<file path="config.mk">
export PLATFORM = sky130hd
export DESIGN_NAME = pmpchk_control
export DESIGN_NICKNAME = d
export VERILOG_FILES = /design/src/rtl/pmpchk_pkg.sv /design/src/rtl/pmpchk_control.sv
export SDC_FILE = /design/constraint.sdc
export NUM_CORES = 1
export LEC_CHECK = 0
export ABC_AREA = 1
export CAP_MARGIN = 20
export CELL_PAD_IN_SITES_DETAIL_PLACEMENT = 1
export CELL_PAD_IN_SITES_GLOBAL_PLACEMENT = 1
export CORE_ASPECT_RATIO = 1.2
export CORE_MARGIN = 4
export CORE_UTILIZATION = 17
export DETAILED_ROUTE_END_ITERATION = 6
export GPL_TIMING_DRIVEN = 0
export PLACE_DENSITY_LB_ADDON = 0.1
export SLEW_MARGIN = 20
export SYNTH_ARGS = -nofsm -noshare
export SYNTH_HDL_FRONTEND = slang
export SYNTH_SLANG_ARGS = --single-unit
</file>
<file path="constraint.sdc">
create_clock -name vclk -period 1.5
set_clock_uncertainty 0.05 [all_clocks]
set_input_delay 0.15 -clock vclk [all_inputs]
set_output_delay 0.15 -clock vclk [all_outputs]
set_load 0.005 [all_outputs]
</file>
<file path="src/rtl/pmpchk_pkg.sv">
package pmpchk_pkg;
  localparam int PERM_W = 3;
  localparam logic [PERM_W-1:0] PERM_ALL = 3'b111;

  typedef logic [PERM_W-1:0] perm_t;

  typedef struct packed {
    logic capture;
    logic allow;
  } ctrl_strobe_t;
endpackage

</file>
<file path="src/rtl/pmpchk_control.sv">
module pmpchk_control
  import pmpchk_pkg::*;
#(
  parameter int ENTRIES = 8
) (
  input  logic                      clk,
  input  logic                      rst_n,
  input  logic                      req_valid,
  input  perm_t                     req_perm,
  input  logic                      req_machine,
  input  logic [ENTRIES*PERM_W-1:0] ent_perm,
  input  logic [ENTRIES-1:0]        ent_lock,
  input  logic [ENTRIES-1:0]        ent_active,
  input  logic [ENTRIES-1:0]        firstIn,
  input  logic [ENTRIES-1:0]        lastIn,
  output ctrl_strobe_t              strobe
);
  logic [ENTRIES-1:0] hitVec;
  logic [ENTRIES-1:0] winner;
  logic               found;
  logic               selFirst;
  logic               selLast;
  logic               selLock;
  perm_t              selPerm;
  perm_t              grantSet;
  logic               anyActive;
  logic               decision;

  assign hitVec    = ent_active & (firstIn | lastIn);
  assign anyActive = |ent_active;

  // lowest index wins
  always_comb begin
    winner = '0;
    found  = 1'b0;
    for (int i = 0; i < ENTRIES; i++) begin
      if (hitVec[i] && !found) begin
        winner[i] = 1'b1;
        found     = 1'b1;
      end
    end
  end

  always_comb begin
    selPerm = '0;
    for (int i = 0; i < ENTRIES; i++) begin
      if (winner[i]) selPerm = selPerm | ent_perm[i*PERM_W +: PERM_W];
    end
  end

  assign selFirst = |(winner & firstIn);
  assign selLast  = |(winner & lastIn);
  assign selLock  = |(winner & ent_lock);
  assign grantSet = (req_machine && !selLock) ? PERM_ALL : selPerm;

  always_comb begin
    if (!anyActive)              decision = 1'b1;
    else if (!found)             decision = req_machine;
    else if (selFirst ^ selLast) decision = 1'b0;
    else                         decision = ((req_perm & ~grantSet) == '0);
  end

  assign strobe.capture = req_valid;
  assign strobe.allow   = decision;

  // at most one entry decides
  p_single_winner_r2: assert property (@(posedge clk) disable iff (!rst_n)
    req_valid |-> $onehot0(winner));
  // a straddle of entry 0 is refused
  p_partial_deny_r5: assert property (@(posedge clk) disable iff (!rst_n)
    (req_valid && ent_active[0] && (firstIn[0] != lastIn[0])) |-> !strobe.allow);
  // fallback depends on the mode only
  p_nomatch_mode_r8: assert property (@(posedge clk) disable iff (!rst_n)
    (req_valid && anyActive && hitVec == '0) |-> (strobe.allow == req_machine));
  // machine mode inside unlocked entry 0 always passes
  p_machine_bypass_r6: assert property (@(posedge clk) disable iff (!rst_n)
    (req_valid && req_machine && ent_active[0] && !ent_lock[0] && firstIn[0] && lastIn[0])
      |-> strobe.allow);
endmodule

</file>
== Word-level counts from Yosys, hierarchy flattened ==
Index checks and enable logic that the tools add are counted.
Word-level totals
  register bits after elaboration: 0
  latch bits: 0
  RAM bits: 0
  memory bits (read-only): 0
  input bits: 63
  word-level logic and storage cells: 63
  memories: 0
Cells by class
  $add $sub $neg: 0
  multiply operators: 0
  divide/modulo/power cells: 0
  order comparisons: 0
  equality and inequality tests: 0
  shift operators: 0
  muxes and demuxes: 27
  bitwise gates (word level): 15
  reductions and logical operators: 21
Operators by type and width (count)
  $and A8 B8 Y8: 4
  $reduce_or A8 Y1: 4
  $mux W3: 9
  $or A3 B3 Y3: 7
  $mux W1: 18
  $logic_and A1 B1 Y1: 8
  $logic_not A1 Y1: 8
  $or A8 B8 Y8: 1
  $and A3 B3 Y3: 1
  $logic_not A3 Y1: 1
  $not A3 Y3: 1
  $xor A1 B1 Y1: 1

== Logic depth before layout (Yosys ltp) ==
Gate-level depths: netlist (run 1).
  depth after elaboration: 35
  depth in mapped cells: 14
  depth with buffers taken out: 13

== Worst setup path after synthesis (run 1) ==
Ideal clock, no wire load.
  path type: input port to output port
  start point: in firstIn[4]
  end point: out strobe[0] (netlist bit)
  data arrival time: 1.281 ns
  slack: 0.019 ns
  stages: 12
  path buffers: 1
  cell sequence: o21ai_2 -> nand4_4 -> nor2_4 -> nand2_2 -> nor2_4 -> nand2_1 -> nand3_1 -> nand2_1 -> inv_2 -> nand2_1 -> nand2_1 -> buf_4
On the way
  cells in the longest elaborated chain, start to end: 24
  elaborated cells between the ends (all ways): 40
  classes of those cells: mux: 16; bitwise: 11; reduce/logical: 13
RTL lines
  start, declared: line pmpchk_control.sv:14  | input logic [ENTRIES-1:0] firstIn,
  $or A8 B8 Y8: line pmpchk_control.sv:29  | assign hitVec = ent_active & (firstIn | lastIn);
  $and A8 B8 Y8: line pmpchk_control.sv:29
  $logic_and A1 B1 Y1: line pmpchk_control.sv:37  | if (hitVec[i] && !found) begin
  $mux W1: line pmpchk_control.sv:37
  $logic_not A1 Y1: line pmpchk_control.sv:37
  $logic_and A1 B1 Y1: line pmpchk_control.sv:37
  $mux W1: line pmpchk_control.sv:37
  $logic_not A1 Y1: line pmpchk_control.sv:37
  [8 not listed]
  $logic_and A1 B1 Y1: line pmpchk_control.sv:54  | assign grantSet = (req_machine && !selLock) ? PERM_ALL : selPerm;
  $mux W3: line pmpchk_control.sv:54
  $not A3 Y3: line pmpchk_control.sv:60  | else decision = ((req_perm & ~grantSet) == '0);
  $and A3 B3 Y3: line pmpchk_control.sv:60
  $logic_not A3 Y1: line pmpchk_control.sv:60
  $mux W1: line pmpchk_control.sv:59  | else if (selFirst ^ selLast) decision = 1'b0;
  $mux W1 (*): line pmpchk_control.sv:58  | else if (!found) decision = req_machine;
  $mux W1 (*): line pmpchk_control.sv:57  | if (!anyActive) decision = 1'b1;
  end, declared: line pmpchk_control.sv:16  | output ctrl_strobe_t strobe
Mark *: on every way between the ends. The rest lies on a longest branch, timed or not.

== Final worst setup path (run 1) ==
  start point: in firstIn[1]
  end point: out strobe[0] (netlist bit)
On the way
  cells in the longest elaborated chain, start to end: 33
  elaborated cells between the ends (all ways): 58
  classes of those cells: mux: 25; bitwise: 14; reduce/logical: 19
RTL lines (line)
  $or A8 B8 Y8: pmpchk_control.sv:29
  $and A8 B8 Y8: pmpchk_control.sv:29
  $logic_and A1 B1 Y1: pmpchk_control.sv:37
  $mux W1: pmpchk_control.sv:37
  $logic_not A1 Y1: pmpchk_control.sv:37
  $logic_and A1 B1 Y1: pmpchk_control.sv:37
  $mux W1: pmpchk_control.sv:37
  $logic_not A1 Y1: pmpchk_control.sv:37
  [17 not listed]
  $logic_and A1 B1 Y1: pmpchk_control.sv:54
  $mux W3: pmpchk_control.sv:54
  $not A3 Y3: pmpchk_control.sv:60
  $and A3 B3 Y3: pmpchk_control.sv:60
  $logic_not A3 Y1: pmpchk_control.sv:60
  $mux W1: pmpchk_control.sv:59
  $mux W1 (*): pmpchk_control.sv:58
  $mux W1 (*): pmpchk_control.sv:57
Marks and branches as above.

==> results of run 1 <==
-- worst max-delay path, stage by stage --
cell	delay, ps
sky130_fd_sc_hd__buf_6	100
sky130_fd_sc_hd__nor2_4	120
sky130_fd_sc_hd__nor2_4	50
sky130_fd_sc_hd__nor2_4	120
sky130_fd_sc_hd__nand4_4	120
sky130_fd_sc_hd__nor3_4	330
sky130_fd_sc_hd__nand2_1	90
sky130_fd_sc_hd__nand3_1	90
sky130_fd_sc_hd__nand3_1	90
sky130_fd_sc_hd__nand2_1	70
sky130_fd_sc_hd__nand2_1	50
sky130_fd_sc_hd__nand2_1	70
sky130_fd_sc_hd__buf_6	100
-- metal layers --
metal  vias up  global-route usage [%]
li1        588                       -
met1       512                    14.2
met2        32                    26.6
met3         0                    1.43
met4         0                       0
met5         -                       0
-- final timing paths --
| kind | endpoint | depth (start not counted) |
|---|---|---|
| worst max-delay path | strobe[0] | 13 |
| worst min-delay path | strobe[0] | 7 |
-- power by group through the flow --
stage / logic (uW) / clock network [uW] / registers, uW
after CTS: 415 / 0 / 0
after global routing: 461 / 0 / 0
after floorplan: 145 / 0 / 0
after detailed placement: 360 / 0 / 0
final: 420 / 0 / 0
after global placement: 355 / 0 / 0
-- cell families (layout without fill, tap and decap cells) --
group | count (synthesis) | in the layout | synth area share (%)
AND/OR/NAND/NOR | 97 | 97 | 73.2
buffers and inverters | 20 | 97 | 11.8
AO/OA/AOI/OAI | 13 | 13 | 15.0
-- final cells by class --
type                       count  area [sq um]
multi-input combinational    110           719
fill                         541          2390
tap                           54          67.6
buffer                         1          7.51
timing repair buffer          78           721
inverter                      18          67.6
-- synth_stat cells --
cell                       instances
sky130_fd_sc_hd__a21boi_0          3
sky130_fd_sc_hd__nand2_1          32
sky130_fd_sc_hd__nand4_1           7
sky130_fd_sc_hd__a21oi_1           3
sky130_fd_sc_hd__buf_4             2
sky130_fd_sc_hd__nor3_2            1
sky130_fd_sc_hd__o21ai_0           2
sky130_fd_sc_hd__o21ai_4           2
sky130_fd_sc_hd__inv_1            16
sky130_fd_sc_hd__nor2_2            3
sky130_fd_sc_hd__inv_2             2
sky130_fd_sc_hd__nand4_4           2
sky130_fd_sc_hd__o21ai_2           2
sky130_fd_sc_hd__nand2_2           3
sky130_fd_sc_hd__nor4_1            2
sky130_fd_sc_hd__o21a_1            1
sky130_fd_sc_hd__nor2_4            4
sky130_fd_sc_hd__nor2_1           20
sky130_fd_sc_hd__nor3_4            1
sky130_fd_sc_hd__nand3_1          22
-- through the flow --
stage | setup slack [ps] | TNS, ps | power (uW) | hold WS (ps) | instance area (sq um)
after floorplan | 18.8 | 0 | 145 | 331 | 701
after global placement | -1130 | -1130 | 355 | 794 | 1390
after detailed placement | -1180 | -1180 | 360 | 791 | 1390
after CTS | -296 | -296 | 415 | 771 | 1560
after global routing | -390 | -390 | 461 | 779 | 1580
final | -250 | -250 | 420 | 730 | 1580
-- timing repair --
| action | 4_1_cts | 5_1_grt |
|---|---|---|
| pin swaps | 36 | 28 |
| buffers inserted | 14 | 2 |
| setup endpoints to repair | 1 | 1 |
| resized for setup | 102 | 14 |
==> impl_results.rst, run 1 <==
.. list-table::
   :header-rows: 1

   * - Metric
     - Value
   * - Core Region
     - 3970 sq um
   * - Number of antenna violations at the first check in global routing
     - 0
   * - First DRT Iteration DRCs
     - 25
   * - Count of clock-net buffers in the final layout
     - 0
   * - WL met2
     - 1920 um
   * - Share of cells above drive strength 1
     - 32.4%
   * - Number of global-route vias before repair
     - 1305
   * - Number of top-level design ports
     - 65
   * - Net switching power figure
     - 184 uW
   * - Top layer used by detailed routing
     - met3
   * - Type of the worst setup path
     - input port to output pin
   * - Sequential Area
     - 0 sq um
   * - Port-buffer cells
     - 62
   * - Final wirelength
     - 3320 um
   * - Height of the die
     - 78.3 um
   * - Met3 wire length
     - 193 um
   * - Via count of the routed design
     - 1132
   * - Sequential element share of the synthesized area
     - 0%
   * - Flip-flop and latch count
     - 0
   * - Final Hold Fails
     - 0
   * - Largest net degree at the start of global routing
     - 7
   * - Length of the first detailed-routing pass in iterations
     - 3
   * - Via-to-Cell Ratio
     - 4.34
   * - Initial standard-cell utilization of the core
     - 17.6%
   * - Unrepaired setup endpoints after global routing
     - yes
   * - Worst Slack Setup Final
     - -250 ps
   * - Count of warnings emitted by yosys
     - 0
   * - Max rail drop VDD
     - 0.0736 mV
   * - Drt drc
     - 0
   * - Kind of launch point of the worst setup path
     - input port
   * - Arrival time reported for the critical path endpoint
     - 1550 ps
   * - Power density over the cells
     - 265 nW/um^2
   * - Sw frac
     - 43.9%
   * - Launching instance or port of the critical path
     - firstIn[1]
   * - Status
     - finished, violations left
   * - GR Overflow Total
     - 0
   * - Max-slew violation total from the final report
     - 0
   * - Cells after synthesis
     - 130
   * - Worst max-slew margin expressed relative to the limit
     - 76.6%
   * - Signed area change from the synthesized netlist to the final layout
     - 126%
   * - Commonest non-fill, non-tap cell in the layout
     - sky130_fd_sc_hd__clkdlybuf4s50_1
   * - Max Clock Freq
     - 0.571 GHz
   * - Row cnt
     - 25
   * - P_leak
     - 0.000712 uW
   * - Die Area
     - 5220 sq um
   * - Setup Viol. Count Final
     - 1
   * - Die width
     - 66.6 um
   * - Combinational share of power
     - 100.0%
   * - Total track usage
     - 12.9%
   * - Share of the clock period used by the worst path after layout
     - 117%
   * - Most used cells in the layout excluding fill and tap cells
     - sky130_fd_sc_hd__clkdlybuf4s50_1, sky130_fd_sc_hd__nand2_1, sky130_fd_sc_hd__nand3_1, sky130_fd_sc_hd__nor2_1, sky130_fd_sc_hd__buf_4
   * - Antenna-violating nets left
     - 0
   * - Worst min-delay path category
     - input port to output pin
   * - Number of cells after detailed placement
     - 246
   * - Violations in the final reports
     - setup timing
   * - Number of max-cap violations
     - 0
   * - Number of inserted diodes
     - 0
   * - Internal power summed over all cells
     - 236 uW
   * - Worst hold path startpoint
     - ent_active[2]
   * - RePlAce Congestion
     - 0.678
   * - Final core area utilization
     - 39.8%
   * - Post-Route M1 WL
     - 1210 um
   * - Actual slew at the worst max-slew pin
     - 347 ps
   * - Required time at the endpoint of the critical path
     - 1300 ps
   * - Drt wl/cell
     - 12.7 um
   * - Cell taking the most area after synthesis
     - sky130_fd_sc_hd__nand2_1
   * - Number of unique standard cell types used by synthesis
     - 20
   * - Biggest fanout along the worst timing path
     - 6
   * - Kind of end point of the critical path
     - output pin
   * - Syn_nets
     - 193
   * - First-pass GRT wire length
     - 5570 um
   * - Largest cells by area after synthesis
     - sky130_fd_sc_hd__nand2_1, sky130_fd_sc_hd__nand3_1, sky130_fd_sc_hd__nor2_1
   * - Syn Std Cell Area
     - 701 sq um
   * - Portion of total power attributed to the clock network
     - 0%
   * - Net count reported at finish
     - 272
   * - Power share of the sequential group
     - 0%
   * - Number of hold-repair buffers added at the cts stage
     - 0
   * - Final critical-path required period
     - 1750 ps
   * - Fraction of synthesized cell area taken by the top area cell type
     - 17.1%
   * - Synthesized area per cell
     - 5.39 sq um
   * - Placed wire-length estimate
     - 2830 um
   * - Count of placed standard cells in the final layout, fillers left out
     - 261
Power figures use the tool's default switching activity.
==> run 2: changes to the inputs <==
SETUP_SLACK_MARGIN = 0.2   (was not set)
==> run 2 against run 1 <==
The flow still finishes with violations (setup timing). Sequential share of layout area unchanged. Wire length increased by 5.2%. Die area unchanged. First-iteration DRC count increased by 16%. Clock-buffer cell count unchanged. Global-route usage increased by 0.43 points. Non-clock buffer count decreased by 2. Critical path depth unchanged. Critical path type unchanged. Highest routed layer unchanged.
==> impl_results.rst, run 2 (same netlist as run 1, synthesis figures left out) <==
.. list-table::
   :header-rows: 1

   * - Metric
     - Value
   * - Status
     - finished, violations left
   * - Violations in the final reports
     - setup timing
   * - Placed wire-length estimate
     - 2780 um (-1.6%)
   * - Drt drc
     - 0 (unchanged)
   * - Commonest non-fill, non-tap cell in the layout
     - sky130_fd_sc_hd__clkdlybuf4s50_1
   * - Unrepaired setup endpoints after global routing
     - yes
   * - Die Area
     - 5220 sq um (unchanged)
   * - Setup Viol. Count Final
     - 1 (unchanged)
   * - Required time at the endpoint of the critical path
     - 1300 ps (about the same)
   * - Number of inserted diodes
     - 0 (unchanged)
   * - Crit-path most repeated cell
     - sky130_fd_sc_hd__nand2_1
   * - Number of antenna violations at the first check in global routing
     - 0 (unchanged)
   * - CP max-delay cell
     - sky130_fd_sc_hd__clkdlybuf4s50_1
   * - Buf/Inv on CP
     - 3 (+1)
   * - GR Overflow Total
     - 0 (unchanged)
   * - Number of cells after detailed placement
     - 246 (unchanged)
   * - Max Clock Freq
     - 0.549 GHz (-4.0%)
   * - Share of the clock period used by the worst path after layout
     - 122% (+4.8 points)
   * - Worst slack at placement
     - -1180 ps (+7.05 ps)
   * - Most used cells in the layout excluding fill and tap cells
     - sky130_fd_sc_hd__clkdlybuf4s50_1, sky130_fd_sc_hd__nand2_1, sky130_fd_sc_hd__nand3_1, sky130_fd_sc_hd__nor2_1, sky130_fd_sc_hd__inv_1
   * - Largest delay share family, worst path
     - simple AND/OR/NAND/NOR gates
   * - Drt wl/cell
     - 13.5 um (+6.0%)
   * - Flip-flop and latch count
     - 0 (unchanged)
   * - First-pass GRT wire length
     - 5710 um (+2.6%)
   * - Number of top-level design ports
     - 65 (unchanged)
   * - Total track usage
     - 13.3% (+0.43 points)
   * - Max rail drop VDD
     - 0.0967 mV (+31%)
   * - Row cnt
     - 25 (unchanged)
   * - Share of cells above drive strength 1
     - 36.1% (+3.7 points)
   * - Final wirelength
     - 3490 um (+5.2%)
   * - Sum of internal, switching and leakage power
     - 446 uW (+6.2%)
   * - Biggest fanout along the worst timing path
     - 1 (-5)
   * - Setup TNS
     - -323 ps (-72.6 ps)
   * - Worst max-slew margin expressed relative to the limit
     - 76.0% (-0.63 points)
   * - Worst Slack Setup Final
     - -323 ps (-72.6 ps)
   * - Type of the worst setup path
     - input port to output pin
   * - Kind of launch point of the worst setup path
     - input port
   * - Power density over the cells
     - 271 nW/um^2 (+2.0%)
   * - Count of clock-net buffers in the final layout
     - 0 (unchanged)
   * - Actual slew at the worst max-slew pin
     - 356 ps (+9.32 ps)
   * - Number of hold-repair buffers added at the cts stage
     - 0 (unchanged)
   * - Worst min-delay path category
     - input port to output pin
   * - Max-slew violation total from the final report
     - 0 (unchanged)
   * - Initial standard-cell utilization of the core
     - 17.6% (unchanged)
   * - Height of the die
     - 78.3 um (unchanged)
   * - Number of global-route vias before repair
     - 1316 (+0.84%)
   * - Antenna-violating nets left
     - 0 (unchanged)
   * - CP Cell Sequence
     - clkdlybuf4s50_1 -> a21boi_2 -> nand2_1 -> nor2_1 -> nand3_2 -> nor2_1 -> nand3_1 -> nand3_1 -> nand2_1 -> nand2_1 -> nand2_1 -> buf_6 -> buf_6
   * - Count of placed standard cells in the final layout, fillers left out
     - 259 (-0.77%)
   * - Net count reported at finish
     - 270 (-0.74%)
   * - Layout Cell Area excl Fill
     - 1650 sq um (+4.1%)
   * - Kind of end point of the critical path
     - output pin
   * - Final Hold Fails
     - 0 (unchanged)
   * - Final critical-path required period
     - 1820 ps (+72.6 ps)
   * - Die width
     - 66.6 um (unchanged)
   * - Arrival time reported for the critical path endpoint
     - 1620 ps (+70 ps)
   * - First DRT Iteration DRCs
     - 29 (+16%)
   * - RePlAce Congestion
     - 0.694 (+2.4%)
   * - Sequential Area
     - 0 sq um (unchanged)
   * - Length of the first detailed-routing pass in iterations
     - 2 (-1)
   * - P_leak
     - 0.000727 uW (+2.1%)
   * - Largest stage delay on the critical path
     - 430 ps (+100 ps)
   * - Post-DP Area
     - 1400 sq um (+0.54%)
   * - Port-buffer cells
     - 62 (unchanged)
   * - Via-to-Cell Ratio
     - 4.38 (+0.95%)
   * - Signed area change from the synthesized netlist to the final layout
     - 135%
   * - Largest net degree at the start of global routing
     - 7 (unchanged)
   * - Number of max-cap violations
     - 0 (unchanged)
   * - Via count of the routed design
     - 1134 (+0.18%)
   * - Core Region
     - 3970 sq um (unchanged)
==> run 2: metrics by stage <==
| stage | hold WS, ps | utilization, % |
|---|---|---|
| 2_1_floorplan | 331 | - |
| 3_3_place_gp | 793 | 35.1 |
| 3_5_place_dp | 791 | 35.1 |
| 4_1_cts | 791 | 39.6 |
| 5_1_grt | 794 | 41.5 |
| 6_report | 785 | 41.5 |
==> run 2: path summary, 6_finish.rpt <==
| check | depth (start not counted) | end | startpoint |
|---|---|---|---|
| worst min-delay path | 2 | strobe[1] | req_valid |
| worst max-delay path | 13 | strobe[0] | ent_perm[2] |
==> run 2: what timing repair did <==
action,in CTS,in global routing
pin swaps,42,35
buffers inserted,12,1
resized for setup,106,26
endpoints found under the setup margin,1,1
==> run 2: power by group <==
group | internal [uW] | switching (uW) | leakage, uW | total (uW)
sequential | 0 | 0 | 0 | 0
combinational | 246 | 200 | 0.000727 | 446
clock | 0 | 0 | 0 | 0
==> run 2: metal layers <==
layer,track usage (%),part of all wire [%],up-vias
li1,-,-,582
met5,0,0,-
met2,28.3,59,32
met1,14.1,36,520
met4,0,0,0
met3,1.29,5.1,0
==> run 2: area by class of cell <==
cell class	count	area, sq um
Tap cell	54	67.6
Fill cell	536	2320
Buffer	2	18.8
Timing Repair Buffer	75	717
Multi-Input combinational cell	110	777
Inverter	18	67.6
